==> config.mk <==
export PLATFORM = sky130hd
export DESIGN_NAME = i2c_tgt_resp
export DESIGN_NICKNAME = d
export VERILOG_FILES = /design/src/rtl/i2c_tgt_pkg.sv /design/src/rtl/i2c_tgt_sync.sv /design/src/rtl/i2c_tgt_cond.sv /design/src/rtl/i2c_tgt_engine.sv /design/src/rtl/i2c_tgt_regs.sv /design/src/rtl/i2c_tgt_resp.sv
export SDC_FILE = /design/constraint.sdc
export NUM_CORES = 1
export LEC_CHECK = 0
export ABC_AREA = 1
export BUFFER_PORTS_ARGS = -buffer_cell sky130_fd_sc_hd__clkbuf_2
export CAP_MARGIN = 10
export CORE_MARGIN = 2
export CORE_UTILIZATION = 54
export CTS_CLUSTER_DIAMETER = 80
export DETAILED_ROUTE_END_ITERATION = 10
export PLACE_DENSITY_LB_ADDON = 0.1
export SYNTH_ARGS = -nofsm -noshare
export SYNTH_HDL_FRONTEND = slang
export SYNTH_SLANG_ARGS = --single-unit
==> constraint.sdc <==
create_clock -name clk -period 1.7 [get_ports clk]
set_input_delay 0.17 -clock clk [delete_from_list [all_inputs] [get_ports clk]]
set_output_delay 0.17 -clock clk [all_outputs]
set_load 0.005 [all_outputs]
==> src/rtl/i2c_tgt_pkg.sv <==
package i2c_tgt_pkg;
   localparam int BYTE_W = 8;
   localparam int ADDR_W = 7;
   localparam int CNT_W  = $clog2(BYTE_W) + 1;

   localparam logic [1:0] SEL_CTRL = 2'd0;
   localparam logic [1:0] SEL_STS  = 2'd1;
   localparam logic [1:0] SEL_DATA = 2'd2;
   localparam logic [1:0] SEL_OWN  = 2'd3;

   localparam int CTL_GO      = 0;
   localparam int CTL_NAK     = 1;
   localparam int CTL_GCOFF   = 2;
   localparam int CTL_MST     = 3;
   localparam int CTL_IE_ADDR = 4;
   localparam int CTL_IE_STOP = 5;
   localparam int CTL_IE_TXE  = 6;
   localparam int CTL_IE_RXF  = 7;

   localparam int STS_DIR  = 0;
   localparam int STS_ADDR = 1;
   localparam int STS_GC   = 2;
   localparam int STS_STOP = 3;
   localparam int STS_TXE  = 4;
   localparam int STS_RXF  = 5;
   localparam int EV_LO    = 1;
   localparam int EV_HI    = 5;

   typedef enum logic [2:0] {
      ST_IDLE, ST_ADDR, ST_ADDR_ACK, ST_HOLD,
      ST_RX, ST_RX_ACK, ST_TX, ST_TX_ACK
   } tgt_state_e;

   typedef struct packed {
      logic rxf;
      logic txe;
      logic stop;
      logic gc;
      logic addr;
   } tgt_ev_t;
endpackage

==> src/rtl/i2c_tgt_sync.sv <==
module i2c_tgt_sync #(
   parameter int STAGES = 2,
   parameter int LINES  = 2
) (
   input  logic             clk,
   input  logic             rst_n,
   input  logic [LINES-1:0] din,
   output logic [LINES-1:0] dout,
   output logic [LINES-1:0] dprev
);
   if (STAGES < 2) begin : g_bad_stages
      $error("i2c_tgt_sync: STAGES must be at least 2");
   end

   for (genvar l = 0; l < LINES; l++) begin : g_line
      logic [STAGES:0] chain_q;
      always_ff @(posedge clk or negedge rst_n) begin
         if (!rst_n) chain_q <= '1;
         else        chain_q <= {chain_q[STAGES-1:0], din[l]};
      end
      assign dout[l]  = chain_q[STAGES-1];
      assign dprev[l] = chain_q[STAGES];
   end
endmodule

==> src/rtl/i2c_tgt_cond.sv <==
module i2c_tgt_cond (
   input  logic scl_now,
   input  logic scl_was,
   input  logic sda_now,
   input  logic sda_was,
   output logic start_det,
   output logic stop_det,
   output logic scl_rise,
   output logic scl_fall
);
   logic scl_steady_hi;
   assign scl_steady_hi = scl_now && scl_was;
   assign start_det = scl_steady_hi && sda_was && !sda_now;
   assign stop_det  = scl_steady_hi && !sda_was && sda_now;
   assign scl_rise  = scl_now && !scl_was;
   assign scl_fall  = !scl_now && scl_was;
endmodule

==> src/rtl/i2c_tgt_engine.sv <==
module i2c_tgt_engine
   import i2c_tgt_pkg::*;
#(
   parameter bit GC_EN = 1'b1
) (
   input  logic              clk,
   input  logic              rst_n,
   input  logic              start_det,
   input  logic              stop_det,
   input  logic              scl_rise,
   input  logic              scl_fall,
   input  logic              scl_lvl,
   input  logic              sda_lvl,
   input  logic [ADDR_W-1:0] own_addr,
   input  logic              gc_off,
   input  logic              mst_mode,
   input  logic              go,
   input  logic              nak_next,
   input  logic [BYTE_W-1:0] tx_byte,
   output logic              scl_oe,
   output logic              sda_oe,
   output logic              go_ack,
   output tgt_ev_t           ev,
   output logic [BYTE_W-1:0] rx_byte,
   output logic              dir_rd
);
   localparam logic [CNT_W-1:0] FULL_CNT = CNT_W'(BYTE_W);
   localparam logic [CNT_W-1:0] LAST_TX  = CNT_W'(BYTE_W - 1);

   tgt_state_e        st_q;
   logic [CNT_W-1:0]  cnt_q;
   logic [BYTE_W-1:0] sh_q;
   logic              sel_q, ack_plan_q, mack_q, dir_q;
   tgt_ev_t           ev_q;
   logic              own_hit, gc_ok;

   assign own_hit = (sh_q[BYTE_W-1:1] == own_addr);

   if (GC_EN) begin : g_gc
      assign gc_ok = (sh_q[BYTE_W-1:1] == '0) && !sh_q[0] && !gc_off;
   end else begin : g_no_gc
      assign gc_ok = 1'b0;
   end

   always_comb begin
      go_ack = (st_q == ST_HOLD) && go && !mst_mode;
      scl_oe = (st_q == ST_HOLD);
      sda_oe = (st_q == ST_ADDR_ACK) ||
               ((st_q == ST_RX_ACK) && ack_plan_q) ||
               ((st_q == ST_TX) && !sh_q[BYTE_W-1]);
   end

   assign ev      = ev_q;
   assign rx_byte = sh_q;
   assign dir_rd  = dir_q;

   always_ff @(posedge clk or negedge rst_n) begin
      if (!rst_n) begin
         st_q       <= ST_IDLE;
         cnt_q      <= '0;
         sh_q       <= '0;
         sel_q      <= 1'b0;
         ack_plan_q <= 1'b0;
         mack_q     <= 1'b0;
         dir_q      <= 1'b0;
         ev_q       <= '0;
      end else begin
         ev_q <= '0;
         if (mst_mode) begin
            st_q  <= ST_IDLE;
            sel_q <= 1'b0;
         end else if (start_det) begin
            st_q  <= ST_ADDR;
            cnt_q <= '0;
            sel_q <= 1'b0;
         end else if (stop_det) begin
            st_q      <= ST_IDLE;
            ev_q.stop <= sel_q;
            sel_q     <= 1'b0;
         end else begin
            unique case (st_q)
               ST_ADDR: begin
                  if (scl_rise) begin
                     sh_q  <= {sh_q[BYTE_W-2:0], sda_lvl};
                     cnt_q <= cnt_q + 1'b1;
                  end else if (scl_fall && cnt_q == FULL_CNT) begin
                     if (own_hit || gc_ok) begin
                        st_q      <= ST_ADDR_ACK;
                        sel_q     <= 1'b1;
                        dir_q     <= sh_q[0];
                        ev_q.addr <= 1'b1;
                        ev_q.gc   <= gc_ok && !own_hit;
                     end else begin
                        st_q <= ST_IDLE;
                     end
                  end
               end
               ST_ADDR_ACK: if (scl_fall) st_q <= ST_HOLD;
               ST_HOLD: begin
                  if (go) begin
                     cnt_q <= '0;
                     if (dir_q) begin
                        st_q <= ST_TX;
                        sh_q <= tx_byte;
                     end else begin
                        st_q       <= ST_RX;
                        ack_plan_q <= !nak_next;
                     end
                  end
               end
               ST_RX: begin
                  if (scl_rise) begin
                     sh_q  <= {sh_q[BYTE_W-2:0], sda_lvl};
                     cnt_q <= cnt_q + 1'b1;
                  end else if (scl_fall && cnt_q == FULL_CNT) begin
                     st_q     <= ST_RX_ACK;
                     ev_q.rxf <= 1'b1;
                  end
               end
               ST_RX_ACK: if (scl_fall) st_q <= ack_plan_q ? ST_HOLD : ST_IDLE;
               ST_TX: begin
                  if (scl_fall) begin
                     if (cnt_q == LAST_TX) begin
                        st_q <= ST_TX_ACK;
                     end else begin
                        sh_q  <= {sh_q[BYTE_W-2:0], 1'b1};
                        cnt_q <= cnt_q + 1'b1;
                     end
                  end
               end
               ST_TX_ACK: begin
                  if (scl_rise) begin
                     mack_q <= !sda_lvl;
                  end else if (scl_fall) begin
                     st_q     <= mack_q ? ST_HOLD : ST_IDLE;
                     ev_q.txe <= mack_q;
                  end
               end
               default: st_q <= ST_IDLE;
            endcase
         end
      end
   end

   // SDA is only ever changed while the synchronised SCL is low
   assert_sda_moves_low_R7: assert property (@(posedge clk) disable iff (!rst_n || mst_mode)
      !$stable(sda_oe) |-> !scl_lvl);

   // master drive keeps both lines released
   assert_master_idle_R9: assert property (@(posedge clk) disable iff (!rst_n)
      ($past(mst_mode) && mst_mode) |-> (!scl_oe && !sda_oe));

   // at most one byte-level event per cycle
   assert_event_single_R6: assert property (@(posedge clk) disable iff (!rst_n)
      $onehot0({ev_q.addr, ev_q.rxf, ev_q.txe}));
endmodule

==> src/rtl/i2c_tgt_regs.sv <==
module i2c_tgt_regs
   import i2c_tgt_pkg::*;
#(
   parameter logic [ADDR_W-1:0] RST_ADDR = 7'h01
) (
   input  logic              clk,
   input  logic              rst_n,
   input  logic [1:0]        sel,
   input  logic              we,
   input  logic [BYTE_W-1:0] wdata,
   output logic [BYTE_W-1:0] rdata,
   input  tgt_ev_t           ev,
   input  logic [BYTE_W-1:0] rx_byte,
   input  logic              dir_rd,
   input  logic              go_ack,
   output logic              go,
   output logic              nak_next,
   output logic              gc_off,
   output logic              mst_mode,
   output logic [ADDR_W-1:0] own_addr,
   output logic [BYTE_W-1:0] tx_byte,
   output logic              irq
);
   logic [BYTE_W-1:0] ctrl_q, data_q;
   logic [ADDR_W-1:0] own_q;
   logic [EV_HI:EV_LO] sts_q, ev_vec;
   logic              w_ctrl, w_sts;

   assign w_ctrl = we && (sel == SEL_CTRL);
   assign w_sts  = we && (sel == SEL_STS);
   assign ev_vec = {ev.rxf, ev.txe, ev.stop, ev.gc, ev.addr};

   always_ff @(posedge clk or negedge rst_n) begin
      if (!rst_n) begin
         ctrl_q <= '0;
         data_q <= '0;
         own_q  <= RST_ADDR;
      end else begin
         if (w_ctrl) begin
            ctrl_q[BYTE_W-1:1] <= wdata[BYTE_W-1:1];
            if (wdata[CTL_GO]) ctrl_q[CTL_GO] <= 1'b1;
         end
         if (go_ack) ctrl_q[CTL_GO] <= 1'b0;
         if (we && sel == SEL_OWN) own_q <= wdata[ADDR_W-1:0];
         if (we && sel == SEL_DATA) data_q <= wdata;
         if (ev.rxf) data_q <= rx_byte;
      end
   end

   for (genvar b = EV_LO; b <= EV_HI; b++) begin : g_w1c
      always_ff @(posedge clk or negedge rst_n) begin
         if (!rst_n) sts_q[b] <= 1'b0;
         else        sts_q[b] <= ev_vec[b] | (sts_q[b] & ~(w_sts & wdata[b]));
      end
   end

   always_comb begin
      unique case (sel)
         SEL_CTRL: rdata = ctrl_q;
         SEL_STS:  rdata = {{(BYTE_W-EV_HI-1){1'b0}}, sts_q, dir_rd};
         SEL_DATA: rdata = data_q;
         default:  rdata = {{(BYTE_W-ADDR_W){1'b0}}, own_q};
      endcase
   end

   assign go       = ctrl_q[CTL_GO];
   assign nak_next = ctrl_q[CTL_NAK];
   assign gc_off   = ctrl_q[CTL_GCOFF];
   assign mst_mode = ctrl_q[CTL_MST];
   assign own_addr = own_q;
   assign tx_byte  = data_q;
   assign irq = (sts_q[STS_ADDR] & ctrl_q[CTL_IE_ADDR]) |
                (sts_q[STS_STOP] & ctrl_q[CTL_IE_STOP]) |
                (sts_q[STS_TXE]  & ctrl_q[CTL_IE_TXE])  |
                (sts_q[STS_RXF]  & ctrl_q[CTL_IE_RXF]);

   // go reads back clear after the engine takes it
   assert_go_clears_R5: assert property (@(posedge clk) disable iff (!rst_n)
      go_ack |=> !ctrl_q[CTL_GO]);

   // an address event survives any write that does not carry a 1 in its place
   assert_w1c_keep_R10: assert property (@(posedge clk) disable iff (!rst_n)
      (sts_q[STS_ADDR] && !(w_sts && wdata[STS_ADDR])) |=> sts_q[STS_ADDR]);
endmodule

==> src/rtl/i2c_tgt_resp.sv <==
module i2c_tgt_resp
   import i2c_tgt_pkg::*;
#(
   parameter int                SYNC_STAGES = 2,
   parameter bit                GC_EN       = 1'b1,
   parameter logic [ADDR_W-1:0] RST_ADDR    = 7'h01
) (
   input  logic       clk,
   input  logic       rst_n,
   input  logic [1:0] reg_sel,
   input  logic       reg_we,
   input  logic [7:0] reg_wdata,
   output logic [7:0] reg_rdata,
   input  logic       scl_i,
   input  logic       sda_i,
   output logic       scl_oe,
   output logic       sda_oe,
   output logic       irq
);
   if (SYNC_STAGES < 2) begin : g_bad_sync
      $error("i2c_tgt_resp: SYNC_STAGES must be at least 2");
   end
   if (RST_ADDR == '0) begin : g_bad_addr
      $error("i2c_tgt_resp: RST_ADDR must not be the general call address");
   end

   logic [1:0] line_now, line_was;
   logic       start_det, stop_det, scl_rise, scl_fall;
   logic       go, go_ack, nak_next, gc_off, mst_mode, dir_rd;
   logic [ADDR_W-1:0] own_addr;
   logic [BYTE_W-1:0] tx_byte, rx_byte;
   tgt_ev_t    ev;

   i2c_tgt_sync #(.STAGES(SYNC_STAGES), .LINES(2)) u_sync (
      .clk(clk), .rst_n(rst_n), .din({sda_i, scl_i}),
      .dout(line_now), .dprev(line_was)
   );

   i2c_tgt_cond u_cond (
      .scl_now(line_now[0]), .scl_was(line_was[0]),
      .sda_now(line_now[1]), .sda_was(line_was[1]),
      .start_det(start_det), .stop_det(stop_det),
      .scl_rise(scl_rise), .scl_fall(scl_fall)
   );

   i2c_tgt_engine #(.GC_EN(GC_EN)) u_engine (
      .clk(clk), .rst_n(rst_n),
      .start_det(start_det), .stop_det(stop_det),
      .scl_rise(scl_rise), .scl_fall(scl_fall),
      .scl_lvl(line_now[0]), .sda_lvl(line_now[1]),
      .own_addr(own_addr), .gc_off(gc_off), .mst_mode(mst_mode),
      .go(go), .nak_next(nak_next), .tx_byte(tx_byte),
      .scl_oe(scl_oe), .sda_oe(sda_oe), .go_ack(go_ack),
      .ev(ev), .rx_byte(rx_byte), .dir_rd(dir_rd)
   );

   i2c_tgt_regs #(.RST_ADDR(RST_ADDR)) u_regs (
      .clk(clk), .rst_n(rst_n),
      .sel(reg_sel), .we(reg_we), .wdata(reg_wdata), .rdata(reg_rdata),
      .ev(ev), .rx_byte(rx_byte), .dir_rd(dir_rd), .go_ack(go_ack),
      .go(go), .nak_next(nak_next), .gc_off(gc_off), .mst_mode(mst_mode),
      .own_addr(own_addr), .tx_byte(tx_byte), .irq(irq)
   );

   // once holding SCL, the hold lasts until software writes go
   assert_stretch_hold_R5: assert property (@(posedge clk) disable iff (!rst_n || mst_mode)
      (scl_oe && !go) |=> scl_oe);
endmodule

==> metrics <==
Yosys warning total 0; Die Width 80.4 um; First-pass DRT Iterations 4; clock network power share 0.329; Mapped Area 0.00315 mm2; die area 0.00647 mm2; share of layout cells above drive strength 1 0.211; drt drc 0; Yosys reg bits 58; area share of the leading cell type in the synthesized netlist 0.405; CP endpoint kind output pin; Max VDD drop 0.662 mV; Final Hold Fails 0; area grow syn2layout 17.9%; Worst Setup Slack, final 0.0473 ns; min-delay worst type in2reg; Worst Max-Slew Pin Slew 0.571 ns; Routed wire per std cell 15.1 um; vias in the first global route 2703; vias per inst 5.31; Final TNS setup 0 ns; DIE HEIGHT 80.4 um; Critical Path RT 1.53 ns; Tcrit/Tclk final 0.972; # port buffers 25; Sw Share 0.335; num rows 27; Placed Area 0.00341 mm2; CP startpoint kind flop; Post-Syn Area per Cell 7.81 um2; unique cell type count in the Yosys netlist 34; dpl hpwl 5.85 mm; CTS tree built; Final Core Density 0.667; Reg power frac 0.417; final antenna-violating net count 0; top cells by area, synth dfrtp_1, nand2_1, o21ai_0, inv_1, dfstp_2; cts bufs inserted 9; initial core utilization 0.566; syn_nets 421; final instance area 0.00372 mm2; Fin Clk Skew 0.0140 ns; result of the run finished clean; commonest non-fill, non-tap cell in the layout nand2_1; H-tree depth 3; DR iter-0 viols 254; grt ovf 0; Top Ports 26; antenna cells 0; Worst-Skew Late Latency 0.35 ns; CTS sink cnt 58; Slew Limit Fails 0; RePlAce Congestion 0.894; switching pwr 0.00144 W; Syn Inst Count 404; Slew headroom 0.619; pin count of the biggest net entering global routing 59; Final min period 1.65 ns; Worst-path clk slew 0.07 ns; PD cells 1160 mW/mm2; maximum fanout along the worst path 6; Leakage 1.87 nW; Seq/Total Area, Yosys 0.463; core footprint 0.00557 mm2; critical path class reg2out; Root Buffer Master clkbuf_8; leading area contributor after synthesis dfrtp_1; P_int 0.00286 W; most frequent cells in the layout nand2_1, dfrtp_1, inv_1; Comb pwr share 0.254; worst reg2reg setup slack 0.07 ns; Final setup viols 0; vias 2797; total wire length 7.98 mm; Setup WS pre-CTS 0.0353 ns; fin nets 467; RSZ-0062 raised after global routing yes; maxcap violations 0; GRT Resource Usage Total 0.267; initial antenna violation count 0; Worst EP arrival 1.48 ns; fmax 605 MHz; maximum root-to-sink buffer count 2; Total Power 0.00430 W; first-pass GRT wire length 12.8 mm
## power by group through the flow
stage | logic (W) | clock network (W) | registers (W)
after global placement | 0.00101 | 0 | 0.00181
after global routing | 0.00124 | 0.00148 | 0.00183
after CTS | 0.00105 | 0.00143 | 0.00179
after detailed placement | 0.00104 | 0 | 0.00181
after floorplan | 0.000776 | 0 | 0.00174
final | 0.00109 | 0.00141 | 0.00179
## metrics by stage
| stage | hold WS [ns] | cells |
|---|---|---|
| 2_1_floorplan | -0.126 | 404 |
| 3_3_place_gp | 0.200 | 505 |
| 3_5_place_dp | 0.203 | 505 |
| 4_1_cts | 0.0888 | 524 |
| 5_1_grt | 0.104 | 527 |
| 6_report | 0.0863 | 527 |
## sequential cells by signal, summed over array words and instances, names as in the netlist
name                   count
u_engine.mack_q            1
u_engine.st_q              3
u_engine.ack_plan_q        1
u_engine.rx_byte           8
u_engine.cnt_q             4
u_regs.ctrl_q              8
u_engine.sel_q             1
u_engine.ev                5
u_regs.tx_byte             8
u_regs.own_addr            7
u_sync.g_line.chain_q      6
u_regs.sts_q               5
u_engine.dir_rd            1
## final cells by class
cell class,count,area (um2)
clock buffers,11,141
multi-input cells,286,1470
well taps,72,90.1
repair buffers,43,284
fillers,485,1860
inverters,52,198
clock inverters,5,77.6
flip-flops and latches,58,1460
## worst paths after layout
| check | start | end | cells past startpoint |
|---|---|---|---|
| min in group asynchronous | rst_n | u_regs.ctrl_q[6] | 3 |
| max | u_engine.st_q[0] | sda_oe | 5 |
| max in group asynchronous | rst_n | u_regs.own_addr[0] | 3 |
| min | reg_wdata[2] | u_regs.tx_byte[2] | 3 |
| max reg2reg | u_sync.g_line[0].chain_q[1] | u_engine.rx_byte[1] | 7 |
| min reg2reg | u_sync.g_line[0].chain_q[0] | u_sync.g_line[0].chain_q[1] | 0 |
## Yosys cell counts
cell type and instances:
nand2_4 2, inv_2 1, nor2_4 2, nand2_1 128, buf_6 3, xnor2_1 1
nand3_4 2, xor2_1 2, nand2_2 4, inv_4 1, clkbuf_1 5, nand3b_1 2
nand4_1 7, nor3_1 6, o21ai_2 9, nor2_2 2, o221ai_1 1, buf_12 1
o21ai_0 43, nand3_1 17, or2_2 1, o22ai_1 1, dfstp_2 7, o2111ai_1 3
nor2_1 29, inv_1 50, o211ai_1 8, dfrtp_1 51, a221oi_1 3, a21oi_1 6
nand3_2 2, a211oi_1 1, ha_1 2, nor4_1 1
## metal layers
layer  track usage  vias to the layer above  wire length (um)
li1              -                     1404                 -
met1         0.333                     1295              3560
met2         0.459                       83              3880
met3        0.0393                       15               369
met4         0.117                        0               174
met5             0                        -                 0
## critical path, cell delays in order, from the launching register on
cell and delay (ns):
dfrtp_1 0.39, buf_4 0.16, nor2_1 0.13, nand2_1 0.12
o221ai_1 0.19, clkbuf_2 0.15
## cell families (layout without fill, tap and decap cells)
group / count (synthesis) / after routing / synth area share
adders and majority gates: 2 / 2 / 0.00793
and+or+nand+nor: 205 / 206 / 0.290
AOI/OAI and AO/OA: 75 / 75 / 0.146
xor gates and xnor gates: 3 / 3 / 0.00833
DFF: 58 / 58 / 0.463
buffers and inverters: 61 / 111 / 0.0857
## repair_timing
action | CTS | global route
hold buffers | 3 | 0
setup buffers | 0 | 2
setup endpoints to repair | 0 | 17
endpoints found under the hold margin | 53 | 0
resized for setup | 0 | 13
Power figures use the tool's default switching activity.
